<file path="config.mk">
export PLATFORM = sky130hd
export DESIGN_NAME = irq_prio_arbiter
export DESIGN_NICKNAME = d
export VERILOG_FILES = /design/src/rtl/irq_arb_pkg.sv /design/src/rtl/irq_req_gate.sv /design/src/rtl/irq_prio_pick.sv /design/src/rtl/irq_bnd_latch.sv /design/src/rtl/irq_prio_arbiter.sv
export SDC_FILE = /design/constraint.sdc
export NUM_CORES = 1
export LEC_CHECK = 0
export ABC_AREA = 1
export CORE_MARGIN = 2
export CORE_UTILIZATION = 25
export CTS_BUF_LIST = sky130_fd_sc_hd__clkbuf_16
export CTS_CLUSTER_SIZE = 30
export DETAILED_ROUTE_END_ITERATION = 12
export GPL_TIMING_DRIVEN = 0
export PLACE_DENSITY = 0.63
export SYNTH_ARGS = -nofsm -noshare
export SYNTH_HDL_FRONTEND = slang
export SYNTH_HIERARCHICAL = 1
export SYNTH_SLANG_ARGS = --single-unit
</file>
<file path="constraint.sdc">
create_clock -name clk -period 0.8 [get_ports clk]
set_clock_uncertainty 0.15 [all_clocks]
set_input_delay 0.24 -clock clk [delete_from_list [all_inputs] [get_ports clk]]
set_output_delay 0.24 -clock clk [all_outputs]
set_load 0.03 [all_outputs]
</file>
<file path="src/rtl/irq_arb_pkg.sv">
package irq_arb_pkg;

   // Selection network variants
   typedef enum int {
      SEL_LINEAR = 0,
      SEL_TREE   = 1
   } sel_style_e;

   localparam int PL_W_DEFAULT = 3;

   function automatic int idx_width(input int n);
      return (n < 2) ? 1 : $clog2(n);
   endfunction

endpackage

</file>
<file path="src/rtl/irq_req_gate.sv">
module irq_req_gate #(
   parameter int NUM_DEV = 8
) (
   input  logic [NUM_DEV-1:0] dev_ready,
   input  logic [NUM_DEV-1:0] dev_ie,
   output logic [NUM_DEV-1:0] req
);

   // One qualifying AND per device
   for (genvar g = 0; g < NUM_DEV; g++) begin : g_dev
      assign req[g] = dev_ready[g] & dev_ie[g];
   end

endmodule

</file>
<file path="src/rtl/irq_prio_pick.sv">
module irq_prio_pick
   import irq_arb_pkg::*;
#(
   parameter int                         NUM_DEV    = 8,
   parameter int                         LVL_W      = 3,
   parameter int                         IDX_W      = 3,
   parameter logic [NUM_DEV*LVL_W-1:0]   DEV_LEVELS = '0,
   parameter sel_style_e                 SEL_STYLE  = SEL_TREE
) (
   input  logic [NUM_DEV-1:0] req,
   output logic               any,
   output logic [LVL_W-1:0]   lvl,
   output logic [IDX_W-1:0]   idx
);

   localparam int NP    = 1 << IDX_W;
   localparam int NODES = 2 * NP - 1;

   if (SEL_STYLE == SEL_LINEAR) begin : g_linear
      // Ascending scan: strict compare keeps the lowest index on a tie
      always_comb begin
         logic             found;
         logic [LVL_W-1:0] best_l;
         logic [IDX_W-1:0] best_i;
         found  = 1'b0;
         best_l = '0;
         best_i = '0;
         for (int i = 0; i < NUM_DEV; i++) begin
            if (req[i] && (!found || (DEV_LEVELS[i*LVL_W +: LVL_W] > best_l))) begin
               found  = 1'b1;
               best_l = DEV_LEVELS[i*LVL_W +: LVL_W];
               best_i = IDX_W'(i);
            end
         end
         any = found;
         lvl = best_l;
         idx = best_i;
      end
   end else begin : g_tree
      // Balanced compare tree, leaves at NP-1 .. 2*NP-2
      logic             node_v [NODES];
      logic [LVL_W-1:0] node_l [NODES];
      logic [IDX_W-1:0] node_i [NODES];

      for (genvar g = 0; g < NP; g++) begin : g_leaf
         if (g < NUM_DEV) begin : g_real
            assign node_v[NP-1+g] = req[g];
            assign node_l[NP-1+g] = DEV_LEVELS[g*LVL_W +: LVL_W];
            assign node_i[NP-1+g] = IDX_W'(g);
         end else begin : g_pad
            assign node_v[NP-1+g] = 1'b0;
            assign node_l[NP-1+g] = '0;
            assign node_i[NP-1+g] = IDX_W'(g);
         end
      end

      for (genvar k = 0; k < NP - 1; k++) begin : g_node
         logic take_left;
         // left subtree holds lower indices, so it wins on equal level
         assign take_left = node_v[2*k+1] &&
                            (!node_v[2*k+2] || (node_l[2*k+1] >= node_l[2*k+2]));
         assign node_v[k] = node_v[2*k+1] | node_v[2*k+2];
         assign node_l[k] = take_left ? node_l[2*k+1] : node_l[2*k+2];
         assign node_i[k] = take_left ? node_i[2*k+1] : node_i[2*k+2];
      end

      assign any = node_v[0];
      assign lvl = node_v[0] ? node_l[0] : '0;
      assign idx = node_v[0] ? node_i[0] : '0;
   end

endmodule

</file>
<file path="src/rtl/irq_bnd_latch.sv">
module irq_bnd_latch #(
   parameter int LVL_W = 3,
   parameter int IDX_W = 3
) (
   input  logic             clk,
   input  logic             rst_n,
   input  logic             boundary,
   input  logic             any,
   input  logic [LVL_W-1:0] lvl,
   input  logic [IDX_W-1:0] idx,
   input  logic [LVL_W-1:0] cur_pl,
   output logic             irq,
   output logic [LVL_W-1:0] win_level,
   output logic [IDX_W-1:0] win_dev
);

   logic above;

   // Strictly above: an equal level never preempts
   assign above = any && (lvl > cur_pl);

   always_ff @(posedge clk or negedge rst_n) begin
      if (!rst_n) begin
         irq       <= 1'b0;
         win_level <= '0;
         win_dev   <= '0;
      end else if (boundary) begin
         irq       <= above;
         win_level <= any ? lvl : '0;
         win_dev   <= any ? idx : '0;
      end
   end

endmodule

</file>
<file path="src/rtl/irq_prio_arbiter.sv">
module irq_prio_arbiter
   import irq_arb_pkg::*;
#(
   parameter int                       NUM_DEV    = 8,
   parameter int                       LVL_W      = PL_W_DEFAULT,
   parameter logic [NUM_DEV*LVL_W-1:0] DEV_LEVELS = 24'h987521,
   parameter sel_style_e               SEL_STYLE  = SEL_TREE,
   localparam int                      IDX_W      = idx_width(NUM_DEV)
) (
   input  logic               clk,
   input  logic               rst_n,
   input  logic [NUM_DEV-1:0] dev_ready,
   input  logic [NUM_DEV-1:0] dev_ie,
   input  logic [LVL_W-1:0]   cur_pl,
   input  logic               boundary,
   output logic               irq,
   output logic [LVL_W-1:0]   win_level,
   output logic [IDX_W-1:0]   win_dev
);

   // Elaboration-time parameter checks
   if (NUM_DEV < 2 || NUM_DEV > 64) begin : g_bad_num
      $error("irq_prio_arbiter: NUM_DEV must lie in 2..64");
   end
   if (LVL_W < 1 || LVL_W > 8) begin : g_bad_lvl
      $error("irq_prio_arbiter: LVL_W must lie in 1..8");
   end
   if (SEL_STYLE != SEL_LINEAR && SEL_STYLE != SEL_TREE) begin : g_bad_sel
      $error("irq_prio_arbiter: unknown SEL_STYLE");
   end

   logic [NUM_DEV-1:0] req;
   logic               pick_any;
   logic [LVL_W-1:0]   pick_lvl;
   logic [IDX_W-1:0]   pick_idx;

   irq_req_gate #(
      .NUM_DEV (NUM_DEV)
   ) u_gate (
      .dev_ready (dev_ready),
      .dev_ie    (dev_ie),
      .req       (req)
   );

   irq_prio_pick #(
      .NUM_DEV    (NUM_DEV),
      .LVL_W      (LVL_W),
      .IDX_W      (IDX_W),
      .DEV_LEVELS (DEV_LEVELS),
      .SEL_STYLE  (SEL_STYLE)
   ) u_pick (
      .req (req),
      .any (pick_any),
      .lvl (pick_lvl),
      .idx (pick_idx)
   );

   irq_bnd_latch #(
      .LVL_W (LVL_W),
      .IDX_W (IDX_W)
   ) u_latch (
      .clk       (clk),
      .rst_n     (rst_n),
      .boundary  (boundary),
      .any       (pick_any),
      .lvl       (pick_lvl),
      .idx       (pick_idx),
      .cur_pl    (cur_pl),
      .irq       (irq),
      .win_level (win_level),
      .win_dev   (win_dev)
   );

endmodule

</file>
; ---- Word level (Yosys, flattened, before mapping)
; Cells that the tools add are included.
; Widths: inputs -> output; s select.
[op_classes]
add_sub_neg = 0
multipliers = 0
div = 0
order_cmp = 4
eq_ne = 0
shifts = 0
mux = 17
n_bitwise = 15
n_reduce_logical = 12
[op_table]
columns = cell, n
row1 = $mux 3, 10
row2 = $ge 3x3->1, 3
row3 = $and 1x1->1, 8
row4 = $or 1x1->1, 7
row5 = $mux 2, 3
row6 = $logic_and 1x1->1, 5
row7 = $logic_not 1->1, 4
row8 = $mux 1, 4
row9 = $gt 3x3->1, 1
row10 = $logic_or 1x1->1, 3
[word_totals]
reg_bits = 7
latchBits = 0
ram_bits = 0
romBits = 0
input_bits = 22
output_inout_bits = 7
word_cells = 51
mem_count = 0

; ---- Logic depth before layout (Yosys ltp)
; Gate-level depths: netlist of the first run.
[depth]
word_depth = 15
mapped_depth = 21
depth_no_buf = 21

; ---- By module
; The synthesis of the first run kept the hierarchy.
[by_module_without_submodules]
columns = module, n_inst, cells_each, area_each_um2, seq_area_each_um2
row1 = irq_bnd_latch, 1, 43, 341.6, 175.2
row2 = irq_prio_pick, 1, 52, 304.0, 0.0
row3 = irq_req_gate, 1, 16, 60.1, 0.0

; ---- Worst setup path before layout of the first run
; Ideal clock, no wire load.
[synth_path]
kind = in2reg
startpoint = input port dev_ready[2]
endpoint = register u_latch.irq
setup_ns = 0.117
t_arrival_ns = 1.973
required_time_ns = 0.533
slack_ns = -1.440
path_stages = 21
cell_sequence = nand2_1 inv_1 nor2_1 nand2_1 nand2_1 inv_1 ha_1 nand2_1 inv_1 nand2_1 nand3_4 nand2_4 nand2_1 nand2_1 inv_1 ha_1 nand3_1 nand2_1 inv_1 nand2_1 nand2_1
[synth_via]
elab_chain_cells = 13
[synth_rtl]
columns = element, line_no
row1 = from (decl), irq_prio_arbiter.sv:12  ; input logic [NUM_DEV-1:0] dev_ready,
row2 = $and 1x1->1 (*), irq_req_gate.sv:11  ; assign req[g] = dev_ready[g] & dev_ie[g];
row3 = named net req[2], irq_prio_arbiter.sv:32  ; logic [NUM_DEV-1:0] req;
row4 = $mux 3 / $or 1x1->1 (equally long branches), "irq_prio_pick.sv:63, irq_prio_pick.sv:62"
row5 = $ge 3x3->1 / $logic_not 1->1 (equally long branches), irq_prio_pick.sv:61  ; (!node_v[2*k+2] || (node_l[2*k+1] >= node_l[2*k+2]));
row6 = $logic_or 1x1->1, irq_prio_pick.sv:61
row7 = $logic_and 1x1->1, irq_prio_pick.sv:60  ; assign take_left = node_v[2*k+1] &&
row8 = $mux 3, irq_prio_pick.sv:63  ; assign node_l[k] = take_left ? node_l[2*k+1] : node_l[2*k+2];
row9 = $ge 3x3->1, irq_prio_pick.sv:61
row10 = $logic_or 1x1->1, irq_prio_pick.sv:61
row11 = $logic_and 1x1->1, irq_prio_pick.sv:60
row12 = $mux 3, irq_prio_pick.sv:63
row13 = $mux 3 (*), irq_prio_pick.sv:68  ; assign lvl = node_v[0] ? node_l[0] : '0;
row14 = named net pick_lvl[1], irq_prio_arbiter.sv:34  ; logic [LVL_W-1:0] pick_lvl;
row15 = $gt 3x3->1 (*), irq_bnd_latch.sv:20  ; assign above = any && (lvl > cur_pl);
row16 = $logic_and 1x1->1 (*), irq_bnd_latch.sv:20
row17 = to (signal assigned), irq_bnd_latch.sv:28  ; irq <= above;
row18 = to (decl), irq_bnd_latch.sv:12  ; output logic irq,
; The timed path passes the listed nets; every way through them passes the cells marked *.
; A chain may end at the register's enable or synchronous reset.

; ---- Worst setup path in the final report of the first run
[layout_path]
startpoint = input port dev_ie[3]
endpoint = register u_latch.irq
[layout_via]
elab_chain_cells = 13
[layout_rtl]
columns = element, line_no
row1 = from (decl), irq_prio_arbiter.sv:13  ; input logic [NUM_DEV-1:0] dev_ie,
row2 = $and 1x1->1 (*), irq_req_gate.sv:11
row3 = named net req[3], irq_prio_arbiter.sv:32
row4 = $or 1x1->1 (*), irq_prio_pick.sv:62  ; assign node_v[k] = node_v[2*k+1] | node_v[2*k+2];
row5 = $logic_not 1->1, irq_prio_pick.sv:61
row6 = $logic_or 1x1->1, irq_prio_pick.sv:61
row7 = $logic_and 1x1->1, irq_prio_pick.sv:60
row8 = $mux 3, irq_prio_pick.sv:63
row9 = $ge 3x3->1, irq_prio_pick.sv:61
row10 = $logic_or 1x1->1, irq_prio_pick.sv:61
row11 = $logic_and 1x1->1, irq_prio_pick.sv:60
row12 = $mux 3, irq_prio_pick.sv:63
row13 = $mux 3 (*), irq_prio_pick.sv:68
row14 = named net pick_lvl[2], irq_prio_arbiter.sv:34
row15 = $gt 3x3->1 (*), irq_bnd_latch.sv:20
row16 = $logic_and 1x1->1 (*), irq_bnd_latch.sv:20
; Marked as above.

==> results.cfg, run 1 <==
[run_status]
violations = negative setup slack
outcome = finished with violations

[floorplan]
die-width_microns = 57.1
core_area_sq_um = 2710
start_util = 0.260
die_h_microns = 57.1
num_rows = 19
die-area_sq_um = 3260
io_pins = 29

[worst_setup_path]
crit_chain = buf_6 > nand2_4 > inv_4 > nor2_4 > nand2_2 > nand2_2 > inv_2 > ha_4 > nand2_1 > inv_1 > nand2_2 > nand3_4 > nand2_4 > nand3_2 > nand2_2 > ha_4 > nand3_2 > nand2_1 > inv_1 > nand2_1 > nand2_1
r2r_cells = 3
crit_required_ns = 0.77
critical_path_class = input pin to flip-flop
endpoint_kind = flip-flop
crit_buf_inv = 5
arrival_ns = 2.05
r2r-end = u_latch/win_dev[0]
slowest_delay_ns = 0.29
slowest_stage = ha_4
critPathLaunchType = input pin
path_delay_family = simple AND/OR/NAND/NOR gates
rrSetupSlack_ns = -0.09
reg2reg_from = u_latch/win_dev[0]
crit_fanout = 6

[layout]
multi_input_area_sq_um = 614
drive_gt1_frac = 0.687
postLayoutCellArea_sq_um = 1590
antennaDiodeCount = 0
nets = 211
post-route-util = 0.588
regArea_sq_um = 183
area_growth_pct = 126
fillCellCount = 237

[sta]
final.setup.worst_slack_ns = -1.28
drv_slew = 0
setup_viol = 14
timing.fmax_mhz = 482
rsz0062_at_grt = yes
relSlewSlack = 0.794
fin_crit_sh = 2.59
hold_viol = 0
worstMarginPinSlew_ns = 0.309
fin_crit_ns = 2.08

[power]
seqPwrFrac = 0.182
switchingPower_uw = 889
clkPwrFrac = 0.320
swShare = 0.337
power_density_nw_per_um2 = 1660
ir_worst_vdd_mv = 1.86
leakage_uw = 0.000862
combPwrFrac = 0.498
internal-power_uw = 1750

[routing]
final_antenna_net_count = 0
wl_mm = 2.39
dr.pass1.iters = 4
viasPerCell = 4.34
drt_iter0_markers = 14
vias = 924
post_drt_wl_per_cell_microns = 11.2
drc = 0

[cts]
tritoncts = built
clock_latency_ns = 0.23
cts.sinks = 7
numCtsBuffers = 3
cts_hold_buf = 0
clk_pin_slew_ns = 0.04
clock-root-buffer = clkbuf_16
cts_max_level = 1
cts_max_path_buffers = 2

[synthesis]
synth_area_sq_um = 706
ys_warn_count = 6
postSynthAreaPerCell_sq_um = 6.36
synth.most_common_cell = nand2_1
synth_edf_count = 0
synth_commonest_cells = nand2_1 (46), inv_1 (22), dfrtp_1 (7)
synth_top_area_share = 0.248
synth_top_area_cell = dfrtp_1
synth_ff_type = dfrtp_1
yosysUniqueCellTypes = 17
synth_area_leaders = dfrtp_1 (25%), nand2_1 (24%), inv_1 (12%)
synth_nets = 139
seq_area_frac_synth = 0.248
syn_inst = 111
synth_seq_cells = 7
async_reset_ff_frac = 1.00

[global_route]
grt_pass1_wl_mm = 3.59
grt_max_degree = 8
antenna_found_initial = 0
grt_use_total = 0.143
grt_pass1_vias = 897
grt_remaining_overflow = 0

[place]
dp_hpwl_mm = 1.34
place_area_sq_um = 1080
port_buffers = 28
gp_congestion = 0.739

[job]
drv_cap = 0

[min_path]
hold_path.class = input pin to asynchronous set/reset pin
-- flip-flops by register name, summed over array words and instances (netlist names) --
name               count
u_latch/win_dev        3
u_latch/win_level      3
u_latch/irq            1
-- cell type report --
type                            instances  share of cell area
Inverter                               25              0.0620
Tap cell                               31              0.0243
Timing Repair Buffer                   68               0.364
Sequential cell                         7               0.115
Clock inverter                          1             0.00235
Clock buffer                            3              0.0471
Multi-Input combinational cell         78               0.385
-- cells by family after synthesis --
kind of cell | count (synthesis) | synth area share
adder cells (fa/ha/maj) | 6 | 0.106
flip-flops | 7 | 0.248
AO/OA/AOI/OAI | 6 | 0.0425
buffers and inverters | 26 | 0.138
AND/OR/NAND/NOR | 66 | 0.465
-- how the worst max path moves through the flow --
| stage | start | endpoint | slack [ns] | cells after the start |
|---|---|---|---|---|
| after floorplan | dev_ready[3] | u_latch/irq | -1.34 | 21 |
| after global placement | dev_ready[3] | u_latch/irq | -1.96 | 22 |
| after detailed placement | dev_ready[3] | u_latch/irq | -2.01 | 22 |
| after CTS | dev_ie[2] | u_latch/irq | -1.26 | 22 |
| after global routing | dev_ie[0] | u_latch/irq | -1.37 | 21 |
| final | dev_ie[3] | u_latch/irq | -1.28 | 21 |
-- cell usage in the layout (no fill, tap or decap), types with 2 or more instances in the layout --
cell             count
a21oi_2              2
clkbuf_16            3
nand3_2              3
clkdlybuf4s50_1      5
ha_4                 6
dlygate4sd2_1        2
buf_6               20
nor2_4               6
nand2_2             10
buf_4               33
dfrtp_2              6
inv_4                2
nand3_1              3
nand2_1             34
inv_2               15
clkbuf_2             2
o21ai_2              2
nor2_2               2
nand2_4              4
inv_1                9
buf_2                6
-- timing repair --
item / CTS / global route
pin swaps: 33 / 26
resized for setup: 121 / 27
setup endpoints to repair: 14 / 14
buffers inserted: 38 / 7
-- layer usage --
layer | wire (microns) | vias up | track usage
li1 | - | 474 | -
met1 | 889 | 417 | 0.133
met2 | 1340 | 28 | 0.278
met3 | 106 | 5 | 0.0363
met4 | 54 | 0 | 0.0831
met5 | 0 | - | 0
-- metrics by stage --
stage / power (uW) / setup TNS [ns] / hold slack [ns] / setup slack [ns] / cells
3_3_place_gp: 1330 / -15.68 / 0.318 / -1.96 / 170
5_1_grt: 2780 / -10.34 / 0.144 / -1.37 / 213
3_5_place_dp: 1350 / -16.09 / 0.321 / -2.01 / 170
4_1_cts: 2450 / -9.23 / 0.134 / -1.26 / 208
2_1_floorplan: 1030 / -6.87 / -0.206 / -1.34 / 111
6_report: 2640 / -9.72 / 0.116 / -1.28 / 213
-- power by group through the flow --
stage,combinational [uW],sequential (uW),clock (uW)
2_1_floorplan,415,613,0
3_3_place_gp,856,470,0
3_5_place_dp,876,471,0
4_1_cts,1110,482,861
5_1_grt,1410,487,884
6_report,1320,480,844
Note: power is estimated with default switching activity, not from simulation.
==> run 2, diff against run 1 <==
--- a/config.mk
+++ b/config.mk
@@ -5,15 +5,15 @@
 export SDC_FILE = /design/constraint.sdc
 export NUM_CORES = 1
 export LEC_CHECK = 0
-export ABC_AREA = 1
 export CORE_MARGIN = 2
 export CORE_UTILIZATION = 25
 export CTS_BUF_LIST = sky130_fd_sc_hd__clkbuf_16
 export CTS_CLUSTER_SIZE = 30
 export DETAILED_ROUTE_END_ITERATION = 12
 export GPL_TIMING_DRIVEN = 0
-export PLACE_DENSITY = 0.63
+export PLACE_DENSITY = 0.64
 export SYNTH_ARGS = -nofsm -noshare
 export SYNTH_HDL_FRONTEND = slang
 export SYNTH_HIERARCHICAL = 1
 export SYNTH_SLANG_ARGS = --single-unit
+export TNS_END_PERCENT = 100
==> results.cfg, run 2 <==
[synthesis]
synth_top_area_cell = dfrtp_1
synth_commonest_cells = inv_1 (12), and2_1 (8), dfrtp_1 (7), nand3_1 (7), o21ai_0 (7)
async_reset_ff_frac = 1.00
synth_ff_type = dfrtp_1
syn_inst = 88
synth_nets = 116
synth_area_leaders = dfrtp_1 (25%), ha_1 (11%), and2_1 (7.3%)
synth.most_common_cell = inv_1
yosysUniqueCellTypes = 26
ys_warn_count = 6
seq_area_frac_synth = 0.255
postSynthAreaPerCell_sq_um = 7.82
synth_seq_cells = 7
synth_edf_count = 0
synth_top_area_share = 0.255
synth_area_sq_um = 688

[power]
combPwrFrac = 0.476
internal-power_uw = 1730
swShare = 0.314
clkPwrFrac = 0.336
power_density_nw_per_um2 = 1780
ir_worst_vdd_mv = 1.87
switchingPower_uw = 790
leakage_uw = 0.000646
seqPwrFrac = 0.188

[worst_setup_path]
slowest_stage = or3_4
path_delay_family = compound AO/OA/AOI/OAI gates
endpoint_kind = flip-flop
slowest_delay_ns = 0.40
crit_buf_inv = 1
critical_path_class = input pin to flip-flop
crit_fanout = 4
crit_path_start = dev_ie[7]
reg2reg_from = u_latch/irq
crit_chain = buf_6 > and2_4 > or3_4 > nor2_4 > ha_4 > nand2_4 > o21a_4 > a21oi_2 > a2bb2oi_2 > ha_4 > a21oi_2 > o21ai_1 > a41o_1
crit_required_ns = 0.77
critPathLaunchType = input pin
arrival_ns = 2.46

[sta]
fin_crit_sh = 3.12
hold_slack_ns = 0.121
final.setup.worst_slack_ns = -1.70
drv_slew = 0
rsz0062_at_grt = yes
fin_crit_ns = 2.50
worstMarginPinSlew_ns = 0.320
fin_setup_tns_ns = -12.54
relSlewSlack = 0.786
setup_viol = 14
hold_viol = 0
timing.fmax_mhz = 401

[layout]
postLayoutCellArea_sq_um = 1420
nets = 169
antennaDiodeCount = 0
area_growth_pct = 106
top_regs = u_latch/win_dev x3, u_latch/win_level x3, u_latch/irq x1
multi_input_area_sq_um = 607
final_cell_mix = buf_6 (15), buf_4 (15), inv_1 (11)
post-route-util = 0.527
drive_gt1_frac = 0.571
regArea_sq_um = 183
fillCellCount = 248

[global_route]
grt_use_total = 0.143
antenna_found_initial = 0
grt_pass1_vias = 823
grt_pass1_wl_mm = 3.52
grt_max_degree = 11
grt_remaining_overflow = 0

[routing]
final_antenna_net_count = 0
drc = 0
post_drt_wl_per_cell_microns = 12.3
dr.pass1.iters = 4
wl_mm = 2.10
viasPerCell = 4.75
vias = 813
drt_iter0_markers = 12

[cts]
clock-root-buffer = clkbuf_16
cts_hold_buf = 0
tritoncts = built
numCtsBuffers = 3
cts_max_level = 1
cts.sinks = 7
clk_pin_slew_ns = 0.04
cts_max_path_buffers = 2
clock_latency_ns = 0.23

[place]
gp_congestion = 0.745
place_area_sq_um = 1030
dp_hpwl_mm = 1.34
port_buffers = 28

[floorplan]
die_h_microns = 56.5
die-area_sq_um = 3190
start_util = 0.256
die-width_microns = 56.5
core_area_sq_um = 2690
num_rows = 19
io_pins = 29

[run_status]
outcome = finished with violations
violations = negative setup slack

[min_path]
hold_path.class = input pin to asynchronous set/reset pin

[job]
drv_cap = 0
==> run 2: path summary, 6_finish.rpt <==
check	to	slack, ns	cells past startpoint
worst max register to register	u_latch/irq	-0.19	2
worst min register to register	u_latch/win_dev[2]	0.38	2
max in group asynchronous	u_latch/win_level[2]	0.12	1
worst min-delay path	u_latch/win_level[1]	0.12	1
worst max-delay path	u_latch/irq	-1.70	13
min in group clk	u_latch/win_dev[2]	0.38	2
==> run 2: logic make-up after synthesis <==
group | share of synthesized area
AOI/OAI and AO/OA | 0.238
adders and majority gates | 0.109
buffers and inverters | 0.102
DFF | 0.255
and+or+nand+nor | 0.296
==> run 2: final cells by class <==
| cell class | instances | share of cell area |
|---|---|---|
| Buffer | 2 | 0.0141 |
| Inverter | 13 | 0.0363 |
| Tap cell | 31 | 0.0274 |
| Clock buffer | 3 | 0.0531 |
| Timing Repair Buffer | 48 | 0.309 |
| Multi-Input combinational cell | 66 | 0.429 |
| Sequential cell | 7 | 0.129 |
| Clock inverter | 1 | 0.00265 |
==> run 2: power groups by stage <==
stage	logic, uW	registers [uW]	clock network (uW)
floorplan	370	594	0
global placement	792	460	0
detailed placement	809	463	0
CTS	1150	472	859
global route	1280	484	883
finish	1200	472	846
==> run 2: routing by layer <==
layer,GRT usage,vias to the layer above,routed length [microns]
met5,0,-,0
met4,0.0816,0,46
met3,0.0253,5,99
met2,0.264,23,1170
met1,0.150,376,783
li1,-,409,-
==> run 2: what timing repair did <==
action / 4_1_cts / 5_1_grt
resized for setup: 129 / 3
setup buffers: 19 / 1
pin swaps: 26 / 0
cloned: 0 / 0
endpoints found under the setup margin: 14 / 14
==> run 2: per-stage QoR <==
stage | instances | worst slack, ns | power (uW)
final | 171 | -1.70 | 2520
after global placement | 147 | -2.48 | 1250
after detailed placement | 147 | -2.49 | 1270
after floorplan | 88 | -1.87 | 964
after CTS | 170 | -1.66 | 2480
after global routing | 171 | -1.79 | 2650
==> run 3, diff against run 2 <==
--- a/config.mk
+++ b/config.mk
@@ -5,7 +5,6 @@
 export SDC_FILE = /design/constraint.sdc
 export NUM_CORES = 1
 export LEC_CHECK = 0
-export CORE_MARGIN = 2
 export CORE_UTILIZATION = 25
 export CTS_BUF_LIST = sky130_fd_sc_hd__clkbuf_16
 export CTS_CLUSTER_SIZE = 30
==> results.cfg, run 3 (synthesis gave the netlist of run 2 again) <==
[power]
power_density_nw_per_um2 = 1770
p_total_uw = 2580
ir_worst_vdd_mv = 1.71
leakage_uw = 0.000647

[layout]
instances_no_fill = 168
final_cell_mix = buf_4 (15), buf_6 (13), inv_1 (10)
antennaDiodeCount = 0
drive_gt1_frac = 0.609
mostFrequentLayoutCell = buf_4
top_regs = u_latch/win_dev x3, u_latch/win_level x3, u_latch/irq x1
area_growth_pct = 111
post-route-util = 0.571
nets = 167

[worst_setup_path]
crit_buf_inv = 2
path_delay_family = compound AO/OA/AOI/OAI gates
arrival_ns = 2.53
critPathLaunchType = input pin
critical_path_class = input pin to flip-flop
slowest_delay_ns = 0.40
crit_required_ns = 0.76
endpoint_kind = flip-flop
slowest_stage = or3_4
crit_chain = buf_6 > and2_4 > or3_4 > nor2_4 > ha_4 > a21oi_4 > o21ai_4 > o22ai_1 > o21a_1 > inv_1 > ha_1 > nand3_1 > a41o_1
crit_fanout = 4

[cts]
clk_pin_slew_ns = 0.04
cts_max_level = 1
numCtsBuffers = 3
tritoncts = built
clock_latency_ns = 0.23
cts_max_path_buffers = 2
cts.sinks = 7
cts_hold_buf = 0
clock-root-buffer = clkbuf_16

[sta]
relSlewSlack = 0.753
final.setup.worst_slack_ns = -1.77
fin_setup_tns_ns = -12.19
worstMarginPinSlew_ns = 0.368
hold_viol = 0
rsz0062_at_grt = yes
setup_viol = 14
fin_crit_sh = 3.21
timing.fmax_mhz = 390
fin_crit_ns = 2.57
drv_slew = 0
hold_slack_ns = 0.122

[floorplan]
start_util = 0.270
die-area_sq_um = 2970
num_rows = 18
die-width_microns = 54.5
io_pins = 29
core_area_sq_um = 2540
die_h_microns = 54.5

[routing]
drt_iter0_markers = 2
drc = 0
vias = 815
final_antenna_net_count = 0
wl_mm = 2.43
dr.pass1.iters = 4
post_drt_wl_per_cell_microns = 14.5
viasPerCell = 4.85

[global_route]
grt_remaining_overflow = 0
antenna_found_initial = 0
grt_pass1_vias = 816
grt_use_total = 0.174
grt_max_degree = 11
grt_pass1_wl_mm = 3.62

[place]
dp.cells = 146
port_buffers = 28
gp_congestion = 0.783
dp_hpwl_mm = 1.27

[job]
drv_cap = 0

[run_status]
violations = negative setup slack
outcome = finished with violations

[min_path]
hold_path.class = input pin to asynchronous set/reset pin
==> run 3: cell types whose count changed in the layout (fill, tap and decap cells not counted), sizes merged <==
cell and change:
buf -2, dlygate4sd2 +2, clkdlybuf4s15 -2
==> run 3: layout make-up <==
cell class                      instances  area (sq um)
Clock buffer                            3          75.1
Multi-Input combinational cell         66           672
Buffer                                  2          20.0
Clock inverter                          1          3.75
Timing Repair Buffer                   46           412
Sequential cell                         7           183
Fill cell                             219          1090
Inverter                               13          51.3
Tap cell                               30          37.5
==> run 3: layer usage <==
| layer | GRT usage | vias up | part of all wire |
|---|---|---|---|
| met5 | 0 | - | 0 |
| met4 | 0.0128 | 0 | 0.023 |
| met3 | 0.0556 | 4 | 0.043 |
| met2 | 0.327 | 23 | 0.54 |
| met1 | 0.196 | 383 | 0.39 |
| li1 | - | 405 | - |
==> run 3: final timing paths <==
check                                     start              endpoint  slack (ns)  depth (start not counted)
setup / recovery                      dev_ie[7]           u_latch/irq       -1.77                         13
max in group asynchronous                 rst_n    u_latch/win_dev[2]        0.12                          1
hold / removal                            rst_n           u_latch/irq        0.12                          1
min in group clk           u_latch/win_level[1]  u_latch/win_level[1]        0.39                          2
setup reg to reg                    u_latch/irq           u_latch/irq       -0.21                          2
hold reg to reg            u_latch/win_level[1]  u_latch/win_level[1]        0.39                          2
==> run 3: through the flow <==
step	setup slack [ns]	cell area, sq um
after floorplan	-1.87	708
after global placement	-2.53	1030
after detailed placement	-2.54	1030
after CTS	-1.67	1400
after global routing	-1.85	1450
final	-1.77	1450
==> run 3: report_power, final <==
group | switching (uW) | internal (uW) | total, uW
Clock | 186 | 650 | 836
Combinational | 615 | 650 | 1270
Sequential | 48.8 | 429 | 478
==> run 3: worst register-to-register path, stage by stage (launching register included) <==
cell and delay [ns]:
dfrtp_1 0.38, nor2b_1 0.15, a41o_1 0.22
==> run 3: what timing repair did <==
action                                  CTS  global route
pin swaps                                27             3
setup buffers                            21             4
gates resized for setup                 132            10
endpoints found under the setup margin   14            14
